**config.mk**
```make
export PLATFORM = sky130hd
export DESIGN_NAME = pgr_eom_detect
export DESIGN_NICKNAME = d
export VERILOG_FILES = /design/src/rtl/pgr_eom_pkg.sv /design/src/rtl/pgr_idle_match.sv /design/src/rtl/pgr_word_class.sv /design/src/rtl/pgr_eom_ctrl.sv /design/src/rtl/pgr_eom_detect.sv
export SDC_FILE = /design/constraint.sdc
export NUM_CORES = 1
export LEC_CHECK = 0
export BUFFER_PORTS_ARGS = -buffer_cell sky130_fd_sc_hd__buf_2
export CAP_MARGIN = 20
export CORE_MARGIN = 2
export CORE_UTILIZATION = 41
export CTS_BUF_LIST = sky130_fd_sc_hd__clkbuf_8
export CTS_CLUSTER_SIZE = 14
export DETAILED_ROUTE_END_ITERATION = 12
export GPL_TIMING_DRIVEN = 0
export PLACE_DENSITY = 0.63
export SLEW_MARGIN = 20
export SYNTH_ARGS = -nofsm -noshare
export SYNTH_HDL_FRONTEND = slang
export SYNTH_HIERARCHICAL = 1
export SYNTH_SLANG_ARGS = --single-unit
export TNS_END_PERCENT = 5
```
**constraint.sdc**
```tcl
create_clock -name clk -period 72.1 [get_ports clk]
set_input_delay 7.21 -clock clk [delete_from_list [all_inputs] [get_ports clk]]
set_output_delay 7.21 -clock clk [all_outputs]
set_load 0.01 [all_outputs]
```
**src/rtl/pgr_eom_pkg.sv**
```systemverilog
package pgr_eom_pkg;

   typedef enum logic [1:0] {
      CAUSE_NONE  = 2'b00,
      CAUSE_IDLE  = 2'b01,
      CAUSE_ADDR  = 2'b10,
      CAUSE_ABORT = 2'b11
   } eom_cause_e;

   typedef struct packed {
      logic idle_hit;
      logic addr_type;
      logic msg_type;
   } cw_class_t;

endpackage

```
**src/rtl/pgr_idle_match.sv**
```systemverilog
// Counts the bits in which a codeword differs from the idle pattern and
// reports a hit when that count stays within the tolerance.
module pgr_idle_match #(
   parameter int          WORD_W    = 32,
   parameter logic [31:0] IDLE_PAT  = 32'h7A89C197,
   parameter int          MAX_ERR   = 2,
   parameter bit          SAT_COUNT = 1'b1
) (
   input  logic [WORD_W-1:0] word,
   output logic              hit
);
   localparam int CNT_W = $clog2(WORD_W + 1);
   localparam logic [CNT_W-1:0] LIMIT = CNT_W'(MAX_ERR);

   logic [WORD_W-1:0] diff;
   assign diff = word ^ IDLE_PAT[WORD_W-1:0];

   generate
      if (MAX_ERR < 0 || MAX_ERR >= WORD_W / 2) begin : g_bad_err
         $error("pgr_idle_match: MAX_ERR out of range");
      end
      if (WORD_W > 32 || WORD_W < 2) begin : g_bad_w
         $error("pgr_idle_match: WORD_W must lie in 2..32");
      end

      if (SAT_COUNT) begin : g_sat
         // Counter stops at LIMIT+1, so it needs no more range than that.
         logic [CNT_W-1:0] cnt;
         always_comb begin
            cnt = '0;
            for (int i = 0; i < WORD_W; i++) begin
               if (diff[i] && (cnt <= LIMIT)) cnt = cnt + CNT_W'(1);
            end
         end
         assign hit = (cnt <= LIMIT);
      end else begin : g_full
         logic [CNT_W-1:0] cnt;
         always_comb begin
            cnt = '0;
            for (int i = 0; i < WORD_W; i++) begin
               cnt = cnt + CNT_W'(diff[i]);
            end
         end
         assign hit = (cnt <= LIMIT);
      end
   endgenerate

   always_comb begin
      if (diff == '0) assert_exact_idle_hits_R4: assert (hit);
   end
endmodule

```
**src/rtl/pgr_word_class.sv**
```systemverilog
// Sorts a codeword into idle, address or message type. The idle check
// comes first; otherwise the first received bit decides.
module pgr_word_class
   import pgr_eom_pkg::*;
#(
   parameter int          WORD_W    = 32,
   parameter logic [31:0] IDLE_PAT  = 32'h7A89C197,
   parameter int          MAX_ERR   = 2,
   parameter bit          SAT_COUNT = 1'b1
) (
   input  logic [WORD_W-1:0] word,
   output cw_class_t         cls
);
   localparam int FLAG_BIT = WORD_W - 1;

   logic idle_hit;

   pgr_idle_match #(
      .WORD_W   (WORD_W),
      .IDLE_PAT (IDLE_PAT),
      .MAX_ERR  (MAX_ERR),
      .SAT_COUNT(SAT_COUNT)
   ) u_idle (
      .word(word),
      .hit (idle_hit)
   );

   always_comb begin
      cls.idle_hit  = idle_hit;
      cls.addr_type = !idle_hit && !word[FLAG_BIT];
      cls.msg_type  = !idle_hit &&  word[FLAG_BIT];
   end

   always_comb begin
      assert_class_exclusive_R5: assert ($onehot({cls.idle_hit, cls.addr_type, cls.msg_type}));
   end
endmodule

```
**src/rtl/pgr_eom_ctrl.sv**
```systemverilog
// Message state, end-of-message events and message-word forwarding.
module pgr_eom_ctrl
   import pgr_eom_pkg::*;
#(
   parameter int WORD_W = 32
) (
   input  logic              clk,
   input  logic              rst_n,
   input  logic              cw_valid,
   input  logic [WORD_W-1:0] cw_data,
   input  cw_class_t         cls,
   input  logic              host_abort,
   output logic              msg_active,
   output logic              eom_pulse,
   output eom_cause_e        eom_cause,
   output logic              msg_valid,
   output logic [WORD_W-1:0] msg_data
);

   always_ff @(posedge clk) begin
      if (!rst_n) begin
         msg_active <= 1'b0;
         eom_pulse  <= 1'b0;
         eom_cause  <= CAUSE_NONE;
         msg_valid  <= 1'b0;
         msg_data   <= '0;
      end else begin
         eom_pulse <= 1'b0;
         eom_cause <= CAUSE_NONE;
         msg_valid <= 1'b0;
         if (host_abort) begin
            if (msg_active) begin
               eom_pulse <= 1'b1;
               eom_cause <= CAUSE_ABORT;
            end
            msg_active <= 1'b0;
         end else if (cw_valid) begin
            if (cls.idle_hit) begin
               if (msg_active) begin
                  eom_pulse <= 1'b1;
                  eom_cause <= CAUSE_IDLE;
               end
               msg_active <= 1'b0;
            end else if (cls.addr_type) begin
               if (msg_active) begin
                  eom_pulse <= 1'b1;
                  eom_cause <= CAUSE_ADDR;
               end
               msg_active <= 1'b1;
            end else if (msg_active) begin
               msg_valid <= 1'b1;
               msg_data  <= cw_data;
            end
         end
      end
   end

   assert_abort_ends_R7: assert property (@(posedge clk) disable iff (!rst_n)
      (host_abort && msg_active) |=> (eom_pulse && eom_cause == CAUSE_ABORT && !msg_active));

   assert_abort_blocks_word_R8: assert property (@(posedge clk) disable iff (!rst_n)
      host_abort |=> (!msg_valid && !msg_active));

   assert_idle_when_closed_R9: assert property (@(posedge clk) disable iff (!rst_n)
      (cw_valid && !host_abort && cls.idle_hit && !msg_active) |=> (!eom_pulse && !msg_active));

   assert_forward_inside_msg_R3: assert property (@(posedge clk) disable iff (!rst_n)
      msg_valid |-> $past(msg_active));

   assert_idle_closes_R4: assert property (@(posedge clk) disable iff (!rst_n)
      (eom_pulse && eom_cause == CAUSE_IDLE) |-> !msg_active);

   assert_addr_reopens_R6: assert property (@(posedge clk) disable iff (!rst_n)
      (cw_valid && !host_abort && cls.addr_type) |=> msg_active);

   assert_cause_quiet_R10: assert property (@(posedge clk) disable iff (!rst_n)
      !eom_pulse |-> (eom_cause == CAUSE_NONE));
endmodule

```
**src/rtl/pgr_eom_detect.sv**
```systemverilog
module pgr_eom_detect
   import pgr_eom_pkg::*;
#(
   parameter int          WORD_W    = 32,
   parameter logic [31:0] IDLE_PAT  = 32'h7A89C197,
   parameter int          MAX_ERR   = 2,
   parameter bit          SAT_COUNT = 1'b1
) (
   input  logic              clk,
   input  logic              rst_n,
   input  logic              cw_valid,
   input  logic [WORD_W-1:0] cw_data,
   input  logic              host_abort,
   output logic              msg_active,
   output logic              eom_pulse,
   output logic [1:0]        eom_cause,
   output logic              msg_valid,
   output logic [WORD_W-1:0] msg_data
);
   cw_class_t  cls;
   eom_cause_e cause_q;

   pgr_word_class #(
      .WORD_W   (WORD_W),
      .IDLE_PAT (IDLE_PAT),
      .MAX_ERR  (MAX_ERR),
      .SAT_COUNT(SAT_COUNT)
   ) u_class (
      .word(cw_data),
      .cls (cls)
   );

   pgr_eom_ctrl #(
      .WORD_W(WORD_W)
   ) u_ctrl (
      .clk       (clk),
      .rst_n     (rst_n),
      .cw_valid  (cw_valid),
      .cw_data   (cw_data),
      .cls       (cls),
      .host_abort(host_abort),
      .msg_active(msg_active),
      .eom_pulse (eom_pulse),
      .eom_cause (cause_q),
      .msg_valid (msg_valid),
      .msg_data  (msg_data)
   );

   assign eom_cause = cause_q;
endmodule

```
# == Yosys cells after proc, flatten, opt, wreduce, memory -nomap -nowiden ==
# Index checks and enable logic that the tools add are counted.
# classes
order_cmp,32
bitwise,6
muxes,46
n_addsub,31
reduce_logical,39
# ops
op,count
$le 6x2->1 const B,31
$add 6x1->6 const B,30
$mux 6,30
$logic_and 1x1->1,32
$not 16->16,1
$mux 2,7
$mux 1,9
$not 1->1,5
$reduce_and 5->1,1
$reduce_or 5->1,1
$add 1x1->2 const B,1
$le 1x2->1 const B,1
$logic_not 1->1,2
$reduce_and 2->1,1
$reduce_bool 2->1,1
$reduce_or 2->1,1
# totals
output_inout_bits,37
register_bits,37
elab_cells,159

# == Depth between registers and ports, before layout ==
# logic_depth
word_depth,102
mapped_depth,152

# == Hierarchy ==
# Netlist, hierarchy kept.
# modules_own_cells
module,cells_per_inst,instances,area_each_um2
pgr_idle_match,477,1,3572.2
pgr_eom_ctrl,157,1,1447.6
pgr_word_class,3,1,20.0

# == Worst setup path before layout ==
# OpenSTA, ideal clock, no wires.
# synth_timing
path_type,input -> register
from,in cw_data[0]
to,reg u_ctrl.msg_data[0]
path_buffers,2
slack_ps,39461
arrival_ps,32568
setup_time_ps,72
required_time_ps,72028
stages,137
path_cell_list,inv_1 fa_1 inv_1 ha_1 nand2b_4 and2_1 buf_2 a21oi_1 ha_1 or3_1 o2111ai_2 o31a_1 ha_1 inv_1 o311ai_2 nor3b_1 xnor2_1 ha_1 [... 101 more ...] or2_2 ha_1 inv_1 o21ai_0 a211oi_1 or2_2 inv_1 ha_1 o21bai_2 a211oi_1 nor2b_1 ha_1 or3b_1 a221oi_2 nor2_1 nor4_4 buf_6 mux2i_1
# synth_rtl
element,line_no,source
from (decl),pgr_eom_detect.sv:12,"input logic [WORD_W-1:0] cw_data,"
to (signal assigned),pgr_eom_ctrl.sv:52,msg_data <= cw_data;
to (decl),pgr_eom_ctrl.sv:17,output logic [WORD_W-1:0] msg_data

==> metrics.md <==
| Metric | Value |
|---|---|
| Residual DRC count | `0` |
| FP Rows | `40` |
| Clock Path Buffers | `2` |
| Clock sinks | `37` |
| Number of hold buffers added after CTS | `0` |
| RePlAce Congestion | `about 0.9` |
| DIE AREA | `13200 um2` |
| Initial Utilization | `0.419` |
| Antenna cells | `0` |
| Number of buffers created by CTS | `5` |
| Status | `finished, final reports clean` |
| Share of cells above drive strength 1 | `0.199` |
| DR vias | `4817` |
| Clock Skew | `5.75 ps` |
| Post-layout worst setup margin | `between 30000 and 40000 ps` |
| DRT antenna net count | `0` |
| Chip height | `115 um` |
| Max FO, Critical Path | `10` |
| Root Buffer | `clkbuf_8` |
| Final period util | `0.497` |
| Crit-path max cell delay | `roughly 640 ps` |
| WL final | `12.2 mm` |
| Worst slew pin tran | `610 ps` |
| Final #Nets | `about 810` |
| CP Class | `in2reg` |
| Worst Hold Class | `reg2reg` |
| GRT met2 Usage | `0.329` |
| Final setup viols | `0` |
| Fmax | `between 0.02 and 0.03 GHz` |
| Post-synthesis instance total | `around 640` |
| CTS tree | `done` |
| Layout Utilization | `0.471` |
| Pre-CTS setup slack | `~36000 ps` |
| Commonest cells after routing, fill and taps aside | `96 x nand2_1, 76 x inv_1, 73 x buf_2` |
| Post-placement cell count | `~850` |
| M1 GR Usage | `0.245` |
| TNS Setup | `0 ps` |
| Total GRT Usage | `0.188` |
| Synth warn | `6` |
| Initial antenna violation count | `0` |
| Port bufs | `71` |
| Vias per std cell | `5.59` |
| Area delta synth->final | `12.5%` |
| Slowest CP cell | `fa_1` |
| Layer with the highest usage | `met2` |
| Post-cts resize count | `0` |
| DR iter-0 viols | `280` |
| CP required | `72320 ps` |
| Commonest non-fill, non-tap cell in the layout | `nand2_1` |
| First-pass GRT wire length | `21.1 mm` |
| Hpwl dp | `about 10 mm` |
| Synthesized cell area | `5030 um2` |
| CP most frequent cell | `ha_1` |
| Drt pass-1 iters | `5` |
| CORE AREA | `12000 um2` |
| Number of I/O pins | `73` |
| Tmin final | `~36000 ps` |
| WP data arrival | `about 36000 ps` |
| Max_cap viols | `0` |
| Unrepaired setup endpoints after global routing | `false` |
| Die X | `115 um` |
| Worst slew margin | `0.593` |
| Per-cell routed wire length | `14.2 um` |
| Avg Cell Area, Syn | `7.91 um2` |
| # Post-CTS Setup Buffers | `0` |
| Fin. max-slew vios | `0` |
| Startpoint Class | `input port` |
| Setup crit end kind | `flip-flop` |
| Largest net degree at the start of global routing | `14` |
| Final std cells w/o fill | `approximately 860` |
| CTS clk-pin slew, worst paths | `90 ps` |
| Number of H-tree levels | `2` |
| Syn Nets | `around 730` |
| Worst skew pair latency | `300 ps` |
| Number of global-route vias before repair | `4712` |
| Endpoints failing hold | `0` |
| Grt ovf | `0` |
| M3 GR Usage | `0.0185` |
## layer usage
layer	wire [um]	share of wire
met1	5870	0.48
met2	5760	0.47
met3	306	0.025
met4	274	0.022
met5	0	0
## through the flow
stage | cell area (um2) | hold slack [ps]
finish | 5660 | 459
global route | 5660 | 479
CTS | 5660 | 460
detailed placement | 5570 | 444
global placement | 5570 | 441
floorplan | 5030 | 479
## critical path, delay by kind of cell
| family | cells | cell delay (ps) |
|---|---|---|
| AOI/OAI and AO/OA | 40 | 8670 |
| xor gates and xnor gates | 8 | 2120 |
| buffers and inverters | 27 | 2490 |
| muxes | 1 | 220 |
| and+or+nand+nor | 35 | 7600 |
| adders and majority gates | 30 | 7700 |
## registers in the layout (all words and copies together), names as in the netlist
register / flops
u_ctrl/msg_data: 32
u_ctrl/msg_valid: 1
u_ctrl/msg_active: 1
u_ctrl/eom_pulse: 1
u_ctrl/eom_cause: 2
## final cells by class
cell class                 count  area (um2)
clock inverter                 3        21.3
timing repair buffer          71         355
fill                        1230        6350
buffer                        14        96.3
inverter                      79         297
tap                          147         184
multi-input combinational    506        3900
sequential                    37         741
clock buffer                   5        68.8
## path summary, 6_finish.rpt
path	end	cells after the start	slack [ps]	from
max	u_ctrl/msg_data[18]$_SDFFE_PN0P_	141	36240	cw_data[0]
min	u_ctrl/msg_data[0]$_SDFFE_PN0P_	2	460	u_ctrl/msg_data[0]$_SDFFE_PN0P_
max reg2reg	u_ctrl/msg_data[18]$_SDFFE_PN0P_	4	70560	u_ctrl/msg_active$_SDFFE_PP0P_
min reg2reg	u_ctrl/msg_data[0]$_SDFFE_PN0P_	2	460	u_ctrl/msg_data[0]$_SDFFE_PN0P_
Power is left out: the tool's default activity adds up to more than one toggle a clock period on the data nets, which glitch-free logic cannot reach.
